[config.mk]
export PLATFORM = sky130hd
export DESIGN_NAME = sio_gap_master
export DESIGN_NICKNAME = d
export VERILOG_FILES = /design/src/rtl/sio_gap_pkg.sv /design/src/rtl/sio_baud_gen.sv /design/src/rtl/sio_edge_sync.sv /design/src/rtl/sio_shifter.sv /design/src/rtl/sio_gap_ctrl.sv /design/src/rtl/sio_gap_master.sv
export SDC_FILE = /design/constraint.sdc
export NUM_CORES = 1
export LEC_CHECK = 0
export BUFFER_PORTS_ARGS = -buffer_cell sky130_fd_sc_hd__buf_2
export CORE_ASPECT_RATIO = 2
export CORE_MARGIN = 5
export CORE_UTILIZATION = 55
export CTS_BUF_LIST = sky130_fd_sc_hd__clkbuf_8
export CTS_CLUSTER_DIAMETER = 120
export DETAILED_ROUTE_END_ITERATION = 16
export PLACE_DENSITY = 0.89
export SLEW_MARGIN = 25
export SYNTH_ARGS = -nofsm -noshare
export SYNTH_HDL_FRONTEND = slang
export SYNTH_SLANG_ARGS = --single-unit
[constraint.sdc]
create_clock -name clk -period 2.5 [get_ports clk]
set_input_delay 0 -clock clk [delete_from_list [all_inputs] [get_ports clk]]
set_output_delay 0 -clock clk [all_outputs]
set_load 0.1 [all_outputs]
[src/rtl/sio_gap_pkg.sv]
// Package: shared transfer states and gap floors for the serial gap master.
package sio_gap_pkg;
    typedef enum logic [1:0] {ST_IDLE, ST_XFER, ST_GAP} xfer_st_e;
    localparam int STB_FLOOR = 2;
    localparam int BSY_FLOOR = 1;
endpackage

[src/rtl/sio_baud_gen.sv]
// sio_baud_gen: emits one tick every DIV+1 system clocks while run is high.
// A tick marks one serial half-period. The count restarts whenever run drops,
// so the first tick after run rises lands DIV+1 clocks later.
module sio_baud_gen #(
    parameter int DIV_W = 8
) (
    input  logic             clk,
    input  logic             rst_n,
    input  logic             run,
    input  logic [DIV_W-1:0] div,
    output logic             tick
);
    logic [DIV_W-1:0] cnt_q;

    assign tick = run && (cnt_q == div);

    // Half-period counter: clears when idle or on a tick.
    always_ff @(posedge clk) begin
        if (!rst_n || !run || tick)
            cnt_q <= '0;
        else
            cnt_q <= cnt_q + 1'b1;
    end
endmodule

[src/rtl/sio_edge_sync.sv]
// sio_edge_sync: brings the external serial clock into the clk domain and
// flags its edges. Assumes the external clock is slower than clk/4.
module sio_edge_sync (
    input  logic clk,
    input  logic rst_n,
    input  logic sck_in,
    output logic s_rise,
    output logic s_fall
);
    logic [2:0] sync_q;

    // Three-stage shift: two to settle, one to compare for edges.
    always_ff @(posedge clk) begin
        if (!rst_n)
            sync_q <= 3'b111;
        else
            sync_q <= {sync_q[1:0], sck_in};
    end

    assign s_rise = sync_q[1] && !sync_q[2];
    assign s_fall = !sync_q[1] && sync_q[2];
endmodule

[src/rtl/sio_shifter.sv]
// sio_shifter: MSB-first shift register. Assumes load, fall_ev and rise_ev
// are mutually exclusive. Data out updates on falling events, data in is
// taken on rising events, and the finished byte is captured at byte_end.
module sio_shifter #(
    parameter int DATA_W = 8
) (
    input  logic              clk,
    input  logic              rst_n,
    input  logic              load,
    input  logic [DATA_W-1:0] load_data,
    input  logic              fall_ev,
    input  logic              rise_ev,
    input  logic              byte_end,
    input  logic              sdi,
    output logic              sdo,
    output logic [DATA_W-1:0] rx_data
);
    logic [DATA_W-1:0] sh_q;
    logic [DATA_W-1:0] sh_next;

    assign sh_next = {sh_q[DATA_W-2:0], sdi};

    // Shift register: load a byte or shift in one bit per rising event.
    always_ff @(posedge clk) begin
        if (!rst_n)
            sh_q <= '0;
        else if (load)
            sh_q <= load_data;
        else if (rise_ev)
            sh_q <= sh_next;
    end

    // Data-out line: presents the current MSB on each falling event.
    always_ff @(posedge clk) begin
        if (!rst_n)
            sdo <= 1'b1;
        else if (fall_ev)
            sdo <= sh_q[DATA_W-1];
    end

    // Receive capture: keeps the completed byte.
    always_ff @(posedge clk) begin
        if (!rst_n)
            rx_data <= '0;
        else if (byte_end)
            rx_data <= sh_next;
    end

    a_r5_sdo_moves_on_fall: assert property (@(posedge clk) disable iff (!rst_n)
        !fall_ev |=> $stable(sdo))
        else $error("R5: data out changed without a falling event");
endmodule

[src/rtl/sio_gap_ctrl.sv]
// sio_gap_ctrl: transfer sequencer. It toggles the master serial clock on
// baud ticks, counts the bits of each byte, then counts the inter-byte gap
// in serial periods (two ticks each). When the gap ends it starts the next
// burst byte or raises the completion pulse. In slave mode the gap is zero.
module sio_gap_ctrl
    import sio_gap_pkg::*;
#(
    parameter int GAP_W  = 6,
    parameter int CNT_W  = 4,
    parameter int DATA_W = 8
) (
    input  logic             clk,
    input  logic             rst_n,
    input  logic             master_en,
    input  logic             auto_en,
    input  logic             strobe_en,
    input  logic             busy_en,
    input  logic             start,
    input  logic [CNT_W-1:0] byte_cnt,
    input  logic [GAP_W-1:0] gap_val,
    input  logic             tick,
    input  logic             s_rise,
    input  logic             s_fall,
    output logic             run,
    output logic             sck_o,
    output logic             busy_o,
    output logic             irq_o,
    output logic             load_o,
    output logic             fall_ev,
    output logic             rise_ev,
    output logic             byte_end
);
    localparam int BIT_W = $clog2(DATA_W);
    localparam int GT_W  = GAP_W + 1;
    localparam logic [BIT_W-1:0] LAST_BIT = BIT_W'(DATA_W - 1);

    xfer_st_e         st_q;
    logic [BIT_W-1:0] bit_q;
    logic [CNT_W-1:0] left_q;
    logic [GT_W-1:0]  gt_q;
    logic [GAP_W-1:0] floor_gap;
    logic [GAP_W-1:0] eff_gap;
    logic             gap_done;

    // Gap floor from the strobe and busy enables; strobe dominates.
    always_comb begin
        if (strobe_en)
            floor_gap = GAP_W'(STB_FLOOR);
        else if (busy_en)
            floor_gap = GAP_W'(BSY_FLOOR);
        else
            floor_gap = '0;
    end

    // Effective gap: larger of interval and floor, none in slave mode.
    assign eff_gap = !master_en ? '0 : ((gap_val > floor_gap) ? gap_val : floor_gap);

    assign run      = master_en && (st_q != ST_IDLE);
    assign fall_ev  = (st_q == ST_XFER) && (master_en ? (tick && sck_o) : s_fall);
    assign rise_ev  = (st_q == ST_XFER) && (master_en ? (tick && !sck_o) : s_rise);
    assign byte_end = rise_ev && (bit_q == LAST_BIT);
    assign gap_done = (byte_end && (eff_gap == '0)) ||
                      ((st_q == ST_GAP) && tick && (gt_q == GT_W'(1)));
    assign load_o   = ((st_q == ST_IDLE) && start) || (gap_done && (left_q != '0));

    // Sequencer: state, serial clock, bit/byte/gap counters, busy and pulse.
    always_ff @(posedge clk) begin
        if (!rst_n) begin
            st_q   <= ST_IDLE;
            sck_o  <= 1'b1;
            busy_o <= 1'b0;
            irq_o  <= 1'b0;
            bit_q  <= '0;
            left_q <= '0;
            gt_q   <= '0;
        end else begin
            irq_o <= 1'b0;
            case (st_q)
                ST_IDLE: begin
                    sck_o <= 1'b1;
                    if (start) begin
                        st_q   <= ST_XFER;
                        busy_o <= 1'b1;
                        bit_q  <= '0;
                        left_q <= auto_en ? byte_cnt : '0;
                    end
                end
                ST_XFER: begin
                    if (master_en && tick)
                        sck_o <= !sck_o;
                    if (rise_ev)
                        bit_q <= bit_q + 1'b1;
                    if (byte_end) begin
                        bit_q <= '0;
                        if (eff_gap != '0) begin
                            st_q <= ST_GAP;
                            gt_q <= {eff_gap, 1'b0};
                        end
                    end
                end
                ST_GAP: begin
                    if (tick)
                        gt_q <= gt_q - 1'b1;
                end
                default: st_q <= ST_IDLE;
            endcase
            if (gap_done) begin
                if (left_q != '0) begin
                    left_q <= left_q - 1'b1;
                    st_q   <= ST_XFER;
                end else begin
                    st_q   <= ST_IDLE;
                    busy_o <= 1'b0;
                    irq_o  <= 1'b1;
                end
            end
        end
    end

    a_r11_sck_high_in_gap: assert property (@(posedge clk) disable iff (!rst_n)
        (st_q == ST_GAP) |-> sck_o)
        else $error("R11: serial clock low during gap");
    a_r11_irq_one_cycle: assert property (@(posedge clk) disable iff (!rst_n)
        irq_o |=> !irq_o)
        else $error("R11: interrupt wider than one cycle");
    a_r10_busy_clear_at_irq: assert property (@(posedge clk) disable iff (!rst_n)
        irq_o |-> !busy_o)
        else $error("R10: busy still set at interrupt");
    a_r10_busy_from_start: assert property (@(posedge clk) disable iff (!rst_n)
        $rose(busy_o) |-> $past(start))
        else $error("R10: busy set without start");
    a_r6_gap_count_live: assert property (@(posedge clk) disable iff (!rst_n)
        (st_q == ST_GAP) |-> (gt_q != '0))
        else $error("R6: gap state with empty counter");
endmodule

[src/rtl/sio_gap_master.sv]
// sio_gap_master: top of the serial master with a programmable inter-byte
// gap. It holds the interval register (write-locked while busy) and wires
// the divider, slave edge synchronizer, sequencer and shifter together.
module sio_gap_master #(
    parameter int DIV_W  = 8,
    parameter int GAP_W  = 6,
    parameter int CNT_W  = 4,
    parameter int DATA_W = 8
) (
    input  logic              clk,
    input  logic              rst_n,
    input  logic              master_en,
    input  logic              auto_en,
    input  logic              strobe_en,
    input  logic              busy_en,
    input  logic [DIV_W-1:0]  clk_div,
    input  logic [CNT_W-1:0]  byte_cnt,
    input  logic              start,
    input  logic [DATA_W-1:0] tx_data,
    input  logic              cfg_wr_en,
    input  logic [GAP_W-1:0]  cfg_wr_data,
    output logic [7:0]        gap_rd,
    output logic              xfer_busy,
    output logic              irq,
    output logic [DATA_W-1:0] rx_data,
    output logic              sck_out,
    output logic              sdo,
    input  logic              sck_in,
    input  logic              sdi
);
    localparam int REG_W = 8;

    logic [GAP_W-1:0] gap_q;
    logic tick, run, s_rise, s_fall, load, fall_ev, rise_ev, byte_end;

    // Interval register: takes writes only while no transfer is running.
    always_ff @(posedge clk) begin
        if (!rst_n)
            gap_q <= '0;
        else if (cfg_wr_en && !xfer_busy)
            gap_q <= cfg_wr_data;
    end

    assign gap_rd = {{(REG_W - GAP_W){1'b0}}, gap_q};

    sio_baud_gen #(.DIV_W(DIV_W)) u_baud (
        .clk(clk), .rst_n(rst_n), .run(run), .div(clk_div), .tick(tick)
    );

    sio_edge_sync u_sync (
        .clk(clk), .rst_n(rst_n), .sck_in(sck_in), .s_rise(s_rise), .s_fall(s_fall)
    );

    sio_gap_ctrl #(.GAP_W(GAP_W), .CNT_W(CNT_W), .DATA_W(DATA_W)) u_ctrl (
        .clk(clk), .rst_n(rst_n), .master_en(master_en), .auto_en(auto_en),
        .strobe_en(strobe_en), .busy_en(busy_en), .start(start),
        .byte_cnt(byte_cnt), .gap_val(gap_q), .tick(tick), .s_rise(s_rise),
        .s_fall(s_fall), .run(run), .sck_o(sck_out), .busy_o(xfer_busy),
        .irq_o(irq), .load_o(load), .fall_ev(fall_ev), .rise_ev(rise_ev),
        .byte_end(byte_end)
    );

    sio_shifter #(.DATA_W(DATA_W)) u_shift (
        .clk(clk), .rst_n(rst_n), .load(load), .load_data(tx_data),
        .fall_ev(fall_ev), .rise_ev(rise_ev), .byte_end(byte_end), .sdi(sdi),
        .sdo(sdo), .rx_data(rx_data)
    );

    a_r3_write_locked: assert property (@(posedge clk) disable iff (!rst_n)
        (cfg_wr_en && xfer_busy) |=> $stable(gap_q))
        else $error("R3: interval changed while busy");
    a_r9_slave_clock_idle: assert property (@(posedge clk) disable iff (!rst_n)
        (!master_en && sck_out) |=> sck_out)
        else $error("R9: serial clock driven in slave mode");
endmodule

==> impl_metrics.csv <==
group,metric,value,unit
synth,synth-adder-area-share,0.0363,
drt,drt_iter0_markers,100,
global_route,grt-ovfl-total,0,
synth,yosys_most_used_dff,"dfxtp_1",
die,rows,36,
synth,async_reset_ff_frac,0,
worst_setup_path,cp_max_fo,12,
die,die_height,110,um
synth,synth_compound_area_frac,0.194,
drt,drc,0,
worst_setup_path,cp-start-kind,"flip-flop",
global_route,antenna_found_initial,0,
synth,synthCells,330,
placed_design,dp_hpwl,5120,um
worst_setup_path,cp.arrival,2.52,ns
pwr,ir_drop,0.611,mV
drt,wl_per_cell,15.0,um
drt,viasPerCell,5.86,
die,coreArea,4860,sq um
clocking,cts.clk_slew.worst_paths,0.10,ns
die,ioPinCount,56,
worst_setup_path,critPathRequiredTime,2.70,ns
sta,tns,0,ns
hold_path,worst_hold_path_type,"input port to flip-flop",
drt,totalWireLength,6730,um
drt,dr.pass1.iters,5,
synth,synth.area.top_cells,"dfxtp_1 (38%), nand2_1 (6.0%), nor2_1 (5.6%), a21oi_1 (5.1%), xor2_1 (4.1%)",
sta,worstMarginPinSlew,0.651,ns
worst_setup_path,path_class,"flip-flop to flip-flop",
placed_design,place_congestion,0.932,
synth,synthMuxAreaShare,0.0440,
clocking,root_buffer,"clkbuf_8",
sta,clock.fmax,431,MHz
clocking,htree_levels,2,
synth,yosys.area_share.simple,0.250,
pwr,powerDensity,517,nW/um^2
worst_setup_path,endpoint_kind,"flip-flop",
global_route,grt_pass1_vias,2681,
synth,yosys.area.top_type_share,0.385,
pwr,p_leak,1.39,nW
synth,synth_edf_count,0,
finish,antenna_cells,0,
clocking,cts_buffer_depth,2,
clocking,insertion_delay,0.31,ns
synth,yosys_warnings,0,
finish,synthToLayoutAreaGrowth,18.8,%
synth,synth_area,2760,sq um
sta,hold_violations,0,
die,die_x,60.1,um
drt,drtAntennaViolNets,0,
clocking,cts.sinks,53,
global_route,grt_max_degree,29,
placed_design,dp_slack,0.245,ns
clocking,cts_tree,"built",
run,max_cap_violations,0,
drt,vias,2635,
synth,syn_area_per_cell,8.35,sq um
synth,yosys_register_bits,53,
global_route,grt_usage,0.219,
clocking,cts_made_buffers,5,
sta,fin_crit_sh,0.927,
synth,synth_cell_type_count,58,
placed_design,port_buffers,53,
finish,drive_above_1_share,0.226,
die,start_util,0.567,
sta,slew_headroom,0.565,
sta,finalSetupViolCount,0,
finish,fin_nets,436,
synth,synth_top_area_cell,"dfxtp_1",
sta,rsz0062_at_grt,"false",
sta,drv_slew,0,
synth,synth_top_family_by_area,"simple AND/OR/NAND/NOR gates",
sta,min_period,2.32,ns
synth,yosysMostFrequentCell,"dfxtp_1",
global_route,grt_pass1_wl,11300,um
run_status,status,"complete, no violations",
die,dieArea,6610,sq um
synth,ys_seq_area_frac,0.385,
synth,synth-xor-area-share,0.0445,
sta,fin_skew,0.0117,ns
sta,setup_slack,0.182,ns
synth,synth.top_cells.by_count,"dfxtp_1 (53), nand2_1 (44), nor2_1 (41)",
power by group:
part / leakage, nW / switching (mW) / internal [mW] / total [mW]
registers: 0.432 / 0.0255 / 0.869 / 0.895
clock network: 0.0466 / 0.306 / 0.205 / 0.511
logic: 0.912 / 0.184 / 0.103 / 0.287
area by class of cell:
cell class / count / area, sq um
inverter: 10 / 37.5
fill: 411 / 1590
sequential: 53 / 1070
timing repair buffer: 71 / 430
multi-input combinational: 251 / 1580
clock inverter: 3 / 25.0
tap: 57 / 71.3
clock buffer: 5 / 68.8
state kept, by name, summed over array words and instances, names as in the netlist:
| register | flops |
|---|---|
| u_baud.cnt_q | 8 |
| u_shift.rx_data | 8 |
| u_shift.sh_q | 8 |
| u_ctrl.gt_q | 7 |
| gap_q | 6 |
| u_ctrl.left_q | 4 |
| u_ctrl.bit_q | 3 |
| u_sync.sync_q | 3 |
| u_ctrl.st_q | 2 |
| u_ctrl.busy_o | 1 |
| u_ctrl.irq_o | 1 |
| u_ctrl.sck_o | 1 |
| u_shift.sdo | 1 |
worst paths after layout:
| check | from | end | slack (ns) | depth (start not counted) |
|---|---|---|---|---|
| setup reg to reg | gap_q[1]$_SDFFE_PN0P_ | u_shift.sh_q[3]$_SDFFE_PN0P_ | 0.18 | 9 |
| setup / recovery | gap_q[1]$_SDFFE_PN0P_ | u_shift.sh_q[3]$_SDFFE_PN0P_ | 0.18 | 9 |
| hold / removal | tx_data[1] | u_shift.sh_q[1]$_SDFFE_PN0P_ | 0.01 | 3 |
| hold reg to reg | u_sync.sync_q[0]$_SDFF_PN1_ | u_sync.sync_q[1]$_SDFF_PN1_ | 0.42 | 1 |
layer usage:
metal	vias to the layer above	wire length [um]	track usage
met5	-	0	0
met4	0	275	0.138
met3	27	337	0.0420
met2	95	3770	0.405
met1	1237	2350	0.211
li1	1276	-	-
kinds of logic (layout without fill, tap and decap cells):
| group | count (synthesis) | count (layout) |
|---|---|---|
| buffers and inverters | 27 | 89 |
| and+or+nand+nor | 136 | 136 |
| adders and majority gates | 8 | 8 |
| other | 1 | 2 |
| AOI/OAI and AO/OA | 79 | 79 |
| muxes | 12 | 12 |
| xor gates and xnor gates | 14 | 14 |
| DFF | 53 | 53 |
worst max-delay path, cell delays in order, from the launching register on:
cell	delay, ns
dfxtp_4	0.37
ha_1	0.28
nor2b_1	0.14
o21ai_0	0.34
a211oi_2	0.18
a211oi_2	0.35
nor3_2	0.10
buf_4	0.19
o221ai_1	0.19
a21oi_1	0.06
what timing repair did:
action | 4_1_cts | 5_1_grt
buffers inserted | 0 | 0
hold endpoints to repair | 11 | 1
resized for setup | 0 | 0
setup endpoints to repair | 0 | 0
hold buffers | 11 | 1
per-stage QoR:
step           instances  total power [mW]  instance area (sq um)   util  hold WS (ns)
2_1_floorplan        331              1.12                   2770      -         0.101
3_3_place_gp         430              1.18                   3060  0.629         0.182
3_5_place_dp         430              1.18                   3060  0.629         0.184
4_1_cts              449              1.70                   3270  0.671       0.00113
5_1_grt              450              1.76                   3280  0.673        0.0141
6_report             450              1.69                   3280  0.673        0.0111
layout by cell type, fill, tap and decap left out, drive strengths merged, types with 12 or more instances in the layout:
cell type	netlist	routed
dlygate4sd3	0	12
o21ai	19	19
xor2	13	13
nand2	44	44
nor2	42	42
inv	10	12
dfxtp	53	53
buf	7	59
nand3	14	14
a21oi	30	30
Power figures use the tool's default switching activity.
